**config.mk**
```make
export PLATFORM = sky130hd
export DESIGN_NAME = sine_pp_interp
export DESIGN_NICKNAME = d
export VERILOG_FILES = /design/src/rtl/sine_pp_pkg.sv /design/src/rtl/sine_pp_fold.sv /design/src/rtl/sine_pp_coef_rom.sv /design/src/rtl/sine_pp_horner.sv /design/src/rtl/sine_pp_interp.sv
export SDC_FILE = /design/constraint.sdc
export NUM_CORES = 1
export LEC_CHECK = 0
export BUFFER_PORTS_ARGS = -buffer_cell sky130_fd_sc_hd__buf_4
export CAP_MARGIN = 20
export CORE_AREA = 2 2 200 202
export CTS_BUF_LIST = sky130_fd_sc_hd__clkbuf_8 sky130_fd_sc_hd__clkbuf_16
export CTS_CLUSTER_DIAMETER = 40
export CTS_CLUSTER_SIZE = 12
export DETAILED_ROUTE_END_ITERATION = 16
export DIE_AREA = 0 0 202 204
export GPL_ROUTABILITY_DRIVEN = 0
export GPL_TIMING_DRIVEN = 0
export PLACE_DENSITY = 0.7
export SLEW_MARGIN = 5
export SYNTH_ARGS = -nofsm -noshare
export SYNTH_HDL_FRONTEND = slang
export SYNTH_SLANG_ARGS = --single-unit
```
**constraint.sdc**
```tcl
create_clock -name clk -period 9.3 [get_ports clk]
set_clock_uncertainty 0.1 [all_clocks]
set_input_delay 0.465 -clock clk [delete_from_list [all_inputs] [get_ports clk]]
set_output_delay 0.465 -clock clk [all_outputs]
set_load 0.01 [all_outputs]
```
**src/rtl/sine_pp_pkg.sv**
```systemverilog
package sine_pp_pkg;

  localparam real PP_TWO_PI = 6.283185307179586476925;

  // Sine by Taylor series; argument lies in [0, pi/2]
  function automatic real pp_sin(input real a);
    real term;
    real sum;
    term = a;
    sum  = a;
    for (int i = 1; i < 14; i++) begin
      term = -term * a * a / (real'(2 * i) * real'(2 * i + 1));
      sum  = sum + term;
    end
    return sum;
  endfunction

  // Quadratic through segment start, middle and end, scaled by 2^frac.
  // which: 0 -> constant, 1 -> linear, 2 -> square term (x counted in integer steps)
  function automatic longint pp_coef(input int seg, input int which, input int ob,
                                     input int sb, input int amp, input int frac);
    real n;
    real full;
    real base;
    real y0;
    real y1;
    real y2;
    real k0;
    real k1;
    real k2;
    real sc;
    n    = real'(longint'(1) << ob);
    full = real'(longint'(1) << (ob + sb + 2));
    base = real'(seg) * n;
    y0   = real'(amp) * pp_sin(PP_TWO_PI * base / full);
    y1   = real'(amp) * pp_sin(PP_TWO_PI * (base + n / 2.0) / full);
    y2   = real'(amp) * pp_sin(PP_TWO_PI * (base + n) / full);
    k2   = (y0 - 2.0 * y1 + y2) / (n * n / 2.0);
    k1   = (y2 - y0) / n - k2 * n;
    k0   = y0;
    sc   = 1.0;
    for (int i = 0; i < frac; i++) sc = sc * 2.0;
    case (which)
      0:       return longint'(k0 * sc);
      1:       return longint'(k1 * sc);
      default: return longint'(k2 * sc);
    endcase
  endfunction

endpackage

```
**src/rtl/sine_pp_fold.sv**
```systemverilog
module sine_pp_fold #(
  parameter int PHASE_W = 12,
  parameter int SEG_BITS = 4
) (
  input  logic [PHASE_W-1:0]              phase,
  output logic [SEG_BITS-1:0]             seg,
  output logic [PHASE_W-SEG_BITS-2:0]     xoff,
  output logic                            negate,
  output logic                            at_peak
);
  localparam int QW = PHASE_W - 2;
  localparam int OB = QW - SEG_BITS;
  localparam logic [QW:0] QUART = {1'b1, {QW{1'b0}}};

  logic [QW-1:0] q;
  logic          mirror;
  logic [QW:0]   m;

  assign q       = phase[QW-1:0];
  assign mirror  = phase[PHASE_W-2];
  assign negate  = phase[PHASE_W-1];
  // mirrored quarter index runs 1..QUART, so the quarter point itself is reachable
  assign m       = mirror ? (QUART - {1'b0, q}) : {1'b0, q};
  assign at_peak = m[QW];
  assign seg     = at_peak ? '1 : m[QW-1 -: SEG_BITS];
  assign xoff    = at_peak ? {1'b1, {OB{1'b0}}} : {1'b0, m[OB-1:0]};
endmodule

```
**src/rtl/sine_pp_coef_rom.sv**
```systemverilog
module sine_pp_coef_rom #(
  parameter int SEG_BITS = 4,
  parameter int OFF_BITS = 6,
  parameter int AMP = 32767,
  parameter int FRAC = 16,
  parameter int CW = 40
) (
  input  logic [SEG_BITS-1:0]   seg,
  output logic signed [CW-1:0]  c0,
  output logic signed [CW-1:0]  c1,
  output logic signed [CW-1:0]  c2
);
  localparam int NSEG = 1 << SEG_BITS;

  logic signed [CW-1:0] t0 [NSEG];
  logic signed [CW-1:0] t1 [NSEG];
  logic signed [CW-1:0] t2 [NSEG];

  for (genvar k = 0; k < NSEG; k++) begin : g_seg
    localparam logic signed [CW-1:0] K0 =
      CW'(sine_pp_pkg::pp_coef(k, 0, OFF_BITS, SEG_BITS, AMP, FRAC));
    localparam logic signed [CW-1:0] K1 =
      CW'(sine_pp_pkg::pp_coef(k, 1, OFF_BITS, SEG_BITS, AMP, FRAC));
    localparam logic signed [CW-1:0] K2 =
      CW'(sine_pp_pkg::pp_coef(k, 2, OFF_BITS, SEG_BITS, AMP, FRAC));
    assign t0[k] = K0;
    assign t1[k] = K1;
    assign t2[k] = K2;
  end

  assign c0 = t0[seg];
  assign c1 = t1[seg];
  assign c2 = t2[seg];
endmodule

```
**src/rtl/sine_pp_horner.sv**
```systemverilog
module sine_pp_horner #(
  parameter int XW = 7,
  parameter int CW = 40
) (
  input  logic                 clk,
  input  logic                 rst_n,
  input  logic                 v_in,
  input  logic signed [CW-1:0] c0_in,
  input  logic signed [CW-1:0] c1_in,
  input  logic signed [CW-1:0] c2_in,
  input  logic [XW-1:0]        x_in,
  input  logic                 neg_in,
  output logic                 v_out,
  output logic signed [CW-1:0] y_out,
  output logic                 neg_out
);
  logic signed [CW-1:0] xs_in;
  logic                 a_v;
  logic signed [CW-1:0] a_inner;
  logic signed [CW-1:0] a_c0;
  logic signed [CW-1:0] a_x;
  logic                 a_neg;

  assign xs_in = CW'(x_in);

  // stage A: inner term c1 + x*c2
  always_ff @(posedge clk or negedge rst_n) begin
    if (!rst_n) begin
      a_v     <= 1'b0;
      a_inner <= '0;
      a_c0    <= '0;
      a_x     <= '0;
      a_neg   <= 1'b0;
    end else begin
      a_v     <= v_in;
      a_inner <= c1_in + c2_in * xs_in;
      a_c0    <= c0_in;
      a_x     <= xs_in;
      a_neg   <= neg_in;
    end
  end

  // stage B: c0 + x*inner
  always_ff @(posedge clk or negedge rst_n) begin
    if (!rst_n) begin
      v_out   <= 1'b0;
      y_out   <= '0;
      neg_out <= 1'b0;
    end else begin
      v_out   <= a_v;
      y_out   <= a_c0 + a_inner * a_x;
      neg_out <= a_neg;
    end
  end
endmodule

```
**src/rtl/sine_pp_interp.sv**
```systemverilog
module sine_pp_interp #(
  parameter int PHASE_W = 12,
  parameter int OUT_W = 16,
  parameter int SEG_BITS = 4
) (
  input  logic                     clk,
  input  logic                     rst_n,
  input  logic                     in_valid,
  input  logic [PHASE_W-1:0]       in_phase,
  output logic                     out_valid,
  output logic signed [OUT_W-1:0]  out_sample
);
  localparam int OFF_BITS = PHASE_W - 2 - SEG_BITS;
  localparam int XW       = OFF_BITS + 1;
  localparam int FRAC     = 16;
  localparam int CW       = OUT_W + FRAC + 8;
  localparam int AMP      = (1 << (OUT_W - 1)) - 1;
  localparam logic signed [CW-1:0] AMP_W = CW'(AMP);
  localparam logic signed [CW-1:0] HALF  = CW'(longint'(1) << (FRAC - 1));

  function automatic logic signed [CW-1:0] pp_round(input logic signed [CW-1:0] y);
    return (y + HALF) >>> FRAC;
  endfunction

  function automatic logic signed [OUT_W-1:0] pp_clamp_sign(input logic signed [CW-1:0] r,
                                                            input logic neg);
    logic signed [CW-1:0] m;
    if (r > AMP_W)       m = AMP_W;
    else if (r < -AMP_W) m = -AMP_W;
    else                 m = r;
    if (neg) m = -m;
    return m[OUT_W-1:0];
  endfunction

  // fold and table lookup (combinational in front of stage 1)
  logic [SEG_BITS-1:0]  f_seg;
  logic [XW-1:0]        f_x;
  logic                 f_neg;
  logic                 fold_peak;
  logic signed [CW-1:0] r_c0;
  logic signed [CW-1:0] r_c1;
  logic signed [CW-1:0] r_c2;

  sine_pp_fold #(.PHASE_W(PHASE_W), .SEG_BITS(SEG_BITS)) u_fold (
    .phase(in_phase), .seg(f_seg), .xoff(f_x), .negate(f_neg), .at_peak(fold_peak)
  );

  sine_pp_coef_rom #(.SEG_BITS(SEG_BITS), .OFF_BITS(OFF_BITS), .AMP(AMP),
                     .FRAC(FRAC), .CW(CW)) u_rom (
    .seg(f_seg), .c0(r_c0), .c1(r_c1), .c2(r_c2)
  );

  // stage 1: register coefficients and offset
  logic                 s1_v;
  logic signed [CW-1:0] s1_c0;
  logic signed [CW-1:0] s1_c1;
  logic signed [CW-1:0] s1_c2;
  logic [XW-1:0]        s1_x;
  logic                 s1_neg;

  always_ff @(posedge clk or negedge rst_n) begin
    if (!rst_n) begin
      s1_v   <= 1'b0;
      s1_c0  <= '0;
      s1_c1  <= '0;
      s1_c2  <= '0;
      s1_x   <= '0;
      s1_neg <= 1'b0;
    end else begin
      s1_v   <= in_valid;
      s1_c0  <= r_c0;
      s1_c1  <= r_c1;
      s1_c2  <= r_c2;
      s1_x   <= f_x;
      s1_neg <= f_neg;
    end
  end

  // stages 2 and 3: Horner evaluation
  logic                 s3_v;
  logic signed [CW-1:0] s3_y;
  logic                 s3_neg;

  sine_pp_horner #(.XW(XW), .CW(CW)) u_horner (
    .clk(clk), .rst_n(rst_n), .v_in(s1_v),
    .c0_in(s1_c0), .c1_in(s1_c1), .c2_in(s1_c2), .x_in(s1_x), .neg_in(s1_neg),
    .v_out(s3_v), .y_out(s3_y), .neg_out(s3_neg)
  );

  // stage 4: round, clamp, apply sign; hold when idle
  logic signed [CW-1:0] s3_rnd;
  logic                 sat_hit;

  assign s3_rnd  = pp_round(s3_y);
  assign sat_hit = s3_v && ((s3_rnd > AMP_W) || (s3_rnd < -AMP_W));

  always_ff @(posedge clk or negedge rst_n) begin
    if (!rst_n) begin
      out_valid  <= 1'b0;
      out_sample <= '0;
    end else begin
      out_valid <= s3_v;
      if (s3_v) out_sample <= pp_clamp_sign(s3_rnd, s3_neg);
    end
  end
endmodule

```
==> results.md, run 1 <==
- Outcome: complete, no violations
- Largest net degree at the start of global routing: 109
- Vias: between 15,000 and 20,000
- Max cap viols: 0
- Vias in the first global route: 15,900
- Hold Vio Cnt, Final: 0
- Slew HR: a little over two fifths
- Reg clk slew, reported paths: roughly 0.080 ns
- Fin nets: around 2,700
- Die area: approximately 40,000 µm²
- Post-synth EDFFs: 0
- Die width: 202 µm
- Iteration-0 DRC Markers: 1,063
- Mean Syn Cell Area: around 9.5 µm²
- Hpwl dp: 40,000 µm
- RSZ-0062 raised after global routing: false
- Area growth from synthesis to layout: 7.46%
- Syn_nets: 2,690
- Resized cells post-CTS: 0
- Actual slew at the worst max-slew pin: roughly 0.85 ns
- Syn Inst Count: between 2,000 and 2,500
- Worst Hold Class: in2reg
- Ports: 32
- Detail Route Antenna Nets: 0
- Critical path peak fanout: 10
- # DRC: 0
- Fill cell count: between 3,000 and 4,000
- PortBufs: 31
- Cell variety after synth: between 70 and 80
- H-tree depth: 4
- Synthesis Warnings: 0
- Number of vias per cell: roughly 5.4
- Final cycle utilization of the critical path: ~73%
- Largest area contributor in the netlist: fa_1
- Area contributors post-synth: fa_1 (29%), dfrtp_1 (24%), ha_1 (8.9%)
- CP Capture Type: flop
- Post-synth top flop: dfrtp_1
- Most frequent cell after synthesis: inv_1
- Row cnt: between 70 and 80
- Root Driver: clkbuf_16
- Post-synthesis register bit count: between 150 and 200
- Post-synth top area share: between 20 and 30%
- Most frequent cells after synthesis: inv_1 (422), fa_1 (306), and2_1 (245)
- Num CTS Buffers: 17
- WP data arrival: 6.98 ns
- Min Tclk post-route: between 6 and 7 ns
- Register area share after synthesis: a little under a quarter
- CTS tree: built
- Initial Utilization: about 54%
- FF+latch area: around 5000 µm²
- Worst skew pair latency: about 0.48 ns
- Fmax: roughly 150 MHz
- GRT Total Usage: 25.5%
- Drt pass-1 iters: 8
- Routed len/inst: approximately 18 µm
- Worst setup SP type: flop
- Drt total wl: 49,400 µm
- Initial antenna violation count: 1
- Area of the mapped netlist: between 20,000 and 25,000 µm²
- Maximum clock path buffer count: 2
- Layout cells sized above 1: around 4.3%
- Congestion Overflow GR: 0
- Global-route wire length before repair: about 82,000 µm
- Async SR Flop Fraction: 100%
- Hold buffer count at cts: 3
- Area occupied by multi-input gates: 14,300 µm²
- Max Slew Vio Count: 0
- Accumulated negative setup slack: 0 ns
- Chip Height: 204 µm
- WP data required: 9.53 ns
- Setup Buffers After CTS: 0
- Clock sinks: 199
- CORE AREA: between 30,000 and 40,000 µm²
- Kind of critical path: reg2reg
- Final setup violation count: 0
worst max-delay path: stages, from the launching register on:
cell and delay (ns):
dfrtp_1 0.38, clkbuf_1 0.53, clkbuf_1 0.52, nand2_1 0.16, fa_1 0.56, inv_1 0.05
fa_1 0.50, fa_1 0.51, inv_1 0.06, fa_1 0.53, inv_1 0.04, ha_1 0.29
nand4_1 0.12, a211oi_1 0.24, o21ai_0 0.29, a211oi_1 0.63, o211ai_1 0.25, and3b_1 0.28
o21ai_0 0.27, a21oi_1 0.14, xnor2_1 0.15
layer usage:
metal	routed length, µm	vias to the layer above	part of all wire, %	track usage (%)
met3	2320	161	4.7	3.36
met5	0	-	0	0
met4	2510	0	5.1	12.3
met1	20600	7490	42	31.9
li1	-	7043	-	-
met2	23900	528	48	43.8
layout make-up:
| class | instances | area share (%) |
|---|---|---|
| Multi-Input combinational cell | 1526 | 62.8 |
| Buffer | 72 | 1.35 |
| Clock inverter | 15 | 0.854 |
| Sequential cell | 199 | 21.9 |
| Antenna cell | 1 | 0.0110 |
| Inverter | 422 | 6.97 |
| Clock buffer | 17 | 1.87 |
| Timing Repair Buffer | 35 | 1.31 |
| Tap cell | 525 | 2.89 |
state kept, by name, summed over array words and instances (netlist names):
name              flops
u_horner.a_v          1
u_horner.a_c0        31
out_valid             1
s1_v                  1
u_horner.a_inner     40
u_horner.a_x          7
s1_c0                31
u_horner.neg_out      1
u_horner.y_out       25
s1_x                  7
s1_c1                22
u_horner.v_out        1
s1_neg                1
s1_c2                13
u_horner.a_neg        1
out_sample           16
final timing paths:
kind | startpoint | end | slack [ns] | depth (start not counted)
worst max-delay path | u_horner.a_x[1] | u_horner.y_out[39] | 2.55 | 20
worst min-delay path | in_phase[4] | s1_x[4] | 0.11 | 2
worst max register to register | u_horner.a_x[1] | u_horner.y_out[39] | 2.55 | 20
worst min register to register | s1_c0[28] | u_horner.a_c0[28] | 0.24 | 0
max in group asynchronous | rst_n | u_horner.a_inner[28] | 7.62 | 3
min in group asynchronous | rst_n | u_horner.a_neg | 0.53 | 2
per-stage QoR:
step	area [µm²]	instances	setup WS [ns]	hold WS, ns	utilization [%]
detailed placement	22100	2776	2.57	0.235	56.3
floorplan	21100	2219	3.99	0.0694	-
CTS	22700	2811	2.53	0.0956	58.0
global placement	22000	2775	2.62	0.234	56.2
finish	22700	2812	2.55	0.113	58.0
global route	22700	2811	2.14	0.0965	58.0
layout by cell type (no fill, tap or decap), types with 7 or more instances in the layout:
cell type / instances
or3_1: 12
o21ai_0: 71
a21oi_1: 83
fa_1: 306
clkbuf_1: 56
a31oi_1: 7
xor2_1: 26
nand3_1: 27
nand2_1: 180
nor2b_1: 7
nand4_1: 13
o22ai_1: 7
clkbuf_16: 17
and2_1: 245
dfrtp_1: 199
buf_4: 32
nand2b_1: 16
nor3_1: 22
o21bai_1: 7
xnor2_1: 60
nor4_1: 7
a22oi_1: 7
o21a_1: 9
o21ai_1: 12
a21o_1: 19
and3_1: 13
inv_1: 423
ha_1: 150
nor2_1: 112
a211oi_1: 17
cells by family (layout without fill, tap and decap cells):
family | count (synthesis) | in the layout | share of synthesized area, %
AO/OA/AOI/OAI | 293 | 293 | 8.84
XOR/XNOR | 86 | 86 | 3.56
adder cells (fa/ha/maj) | 456 | 456 | 37.9
buffers and inverters | 494 | 561 | 8.94
flip-flops | 199 | 199 | 23.6
multiplexers | 6 | 6 | 0.308
other | 1 | 2 | 0.0177
AND/OR/NAND/NOR | 684 | 684 | 16.9
Power of run 1 is not shown: default switching activity piles up to over one toggle a cycle in this logic, so the estimate is an artifact.
==> run 2: changes to the inputs <==
==> constraint.sdc (replaced) <==
create_clock -name clk -period 7 [get_ports clk]
set_clock_uncertainty 0.1 [all_clocks]
set_input_delay 0.35 -clock clk [delete_from_list [all_inputs] [get_ports clk]]
set_output_delay 0.35 -clock clk [all_outputs]
set_load 0.01 [all_outputs]
==> results.md, run 2 (synthesized netlist as in run 1, its figures left out) <==
- Max Slew Vio Count: 0
- Drt total wl: roughly 49,000 µm
- Largest regs: u_horner.a_inner (40), s1_c0 (31), u_horner.a_c0 (31)
- Die width: slightly above 200 µm
- # DRC: 0
- Die area: approximately 40,000 µm²
- Routed len/inst: roughly 18 µm
- PortBufs: 31
- WP data required: approximately 7.3 ns
- Clock sinks: just under 200
- Final cycle utilization of the critical path: between 90% and 100%
- Worst setup SP type: flop
- Largest net degree at the start of global routing: 109
- Vias in the first global route: around 16,000
- Max cap viols: 0
- Global-route wire length before repair: 81,900 µm
- Most frequent cells in the layout: inv_1 (423), fa_1 (306), and2_1 (245)
- Biggest register: u_horner.a_inner
- Fin nets: 2,746
- Row cnt: between 70 and 80
- Hpwl dp: around 40,000 µm
- Initial Utilization: 53.9%
- Iteration-0 DRC Markers: ~940
- CP Capture Type: flop
- Slew HR: 42.9%
- Detail Route Antenna Nets: 0
- Number of vias per cell: between 5 and 6
- Reg clk slew, reported paths: approximately 0.08 ns
- Fill cell count: about 3,300
- Outcome: complete, no violations
- Maximum clock path buffer count: 2
- Worst skew pair latency: approximately 0.48 ns
- Fmax: 153 MHz
- Initial antenna violation count: 1
- WP data arrival: roughly 6.8 ns
- Final setup violation count: 0
- Layout cells sized above 1: around 4.3%
- Ports: 32
- Min Tclk post-route: 6.54 ns
- RSZ-0062 raised after global routing: false
- Area growth from synthesis to layout: 7.57%
- Vias: 15,200
- Root Driver: clkbuf_16
- Chip Height: 204 µm
- Actual slew at the worst max-slew pin: about 0.85 ns
- H-tree depth: 4
- Drt pass-1 iters: 7
- Accumulated negative setup slack: 0 ns
- Critical path peak fanout: 10
- Hold Vio Cnt, Final: 0
- Commonest non-fill, non-tap cell in the layout: inv_1
- CORE AREA: between 30,000 and 40,000 µm²
- CTS tree: built
- Setup Buffers After CTS: 0
- Kind of critical path: reg2reg
- Worst Hold Class: in2reg
- Max reg flops: 40
- Num CTS Buffers: 17
- Diodes inserted: 0
- GRT Total Usage: around a quarter
- Congestion Overflow GR: 0
-- run 2: cell type report --
| class | instances | area (µm²) | share of cell area [%] |
|---|---|---|---|
| Sequential cell | 199 | 4980 | 21.9 |
| Clock inverter | 15 | 194 | 0.853 |
| Clock buffer | 17 | 425 | 1.87 |
| Multi-Input combinational cell | 1526 | 14300 | 62.8 |
| Buffer | 72 | 307 | 1.35 |
| Tap cell | 525 | 657 | 2.89 |
| Inverter | 422 | 1580 | 6.97 |
| Timing Repair Buffer | 37 | 318 | 1.40 |
-- run 2: final timing paths --
kind	from	endpoint	slack, ns	depth (start not counted)
max in group asynchronous	rst_n	u_horner.a_inner[28]	5.44	3
max	u_horner.a_x[1]	u_horner.y_out[26]	0.46	18
min	in_phase[5]	s1_x[5]	0.05	3
min reg2reg	s1_c0[28]	u_horner.a_c0[28]	0.24	0
max reg2reg	u_horner.a_x[1]	u_horner.y_out[26]	0.46	18
min in group asynchronous	rst_n	u_horner.a_neg	0.41	2
-- run 2: worst max-delay path: stages (launching register included) --
cell and delay, ns:
dfrtp_1 0.38, clkbuf_1 0.52, clkbuf_1 0.54, nand2_1 0.15, fa_1 0.55, inv_1 0.06
fa_1 0.54, fa_1 0.44, fa_1 0.49, ha_1 0.32, a211oi_1 0.24, nand2_1 0.08
o21ai_0 0.61, a211oi_2 0.24, o21a_1 0.27, o21a_1 0.20, o21a_1 0.19, or4_1 0.39
o311ai_0 0.11
-- run 2: repair_timing --
item	CTS	global route
resized for setup	0	1
endpoints found under the setup margin	0	5
endpoints found under the hold margin	111	0
hold buffers	5	0
-- run 2: per-stage QoR --
stage	instance area [µm²]	utilization, %	setup slack [ns]	hold slack [ns]	std cells
finish	22700	58.0	0.464	0.0488	2813
global route	22700	58.0	0.120	0.0467	2813
detailed placement	22100	56.3	0.265	0.235	2776
global placement	22000	56.2	0.321	0.234	2775
CTS	22700	58.0	0.225	0.0267	2813
floorplan	21100	-	1.69	-0.0456	2219
-- run 2: routing by layer --
metal / up-vias / GRT usage [%] / routed length, µm
met5: - / 0 / 0
met4: 0 / 12.3 / 2420
met3: 149 / 3.36 / 2230
met2: 497 / 43.8 / 24100
met1: 7489 / 31.9 / 20600
li1: 7044 / - / -
Power of run 2 is left out for the same reason.
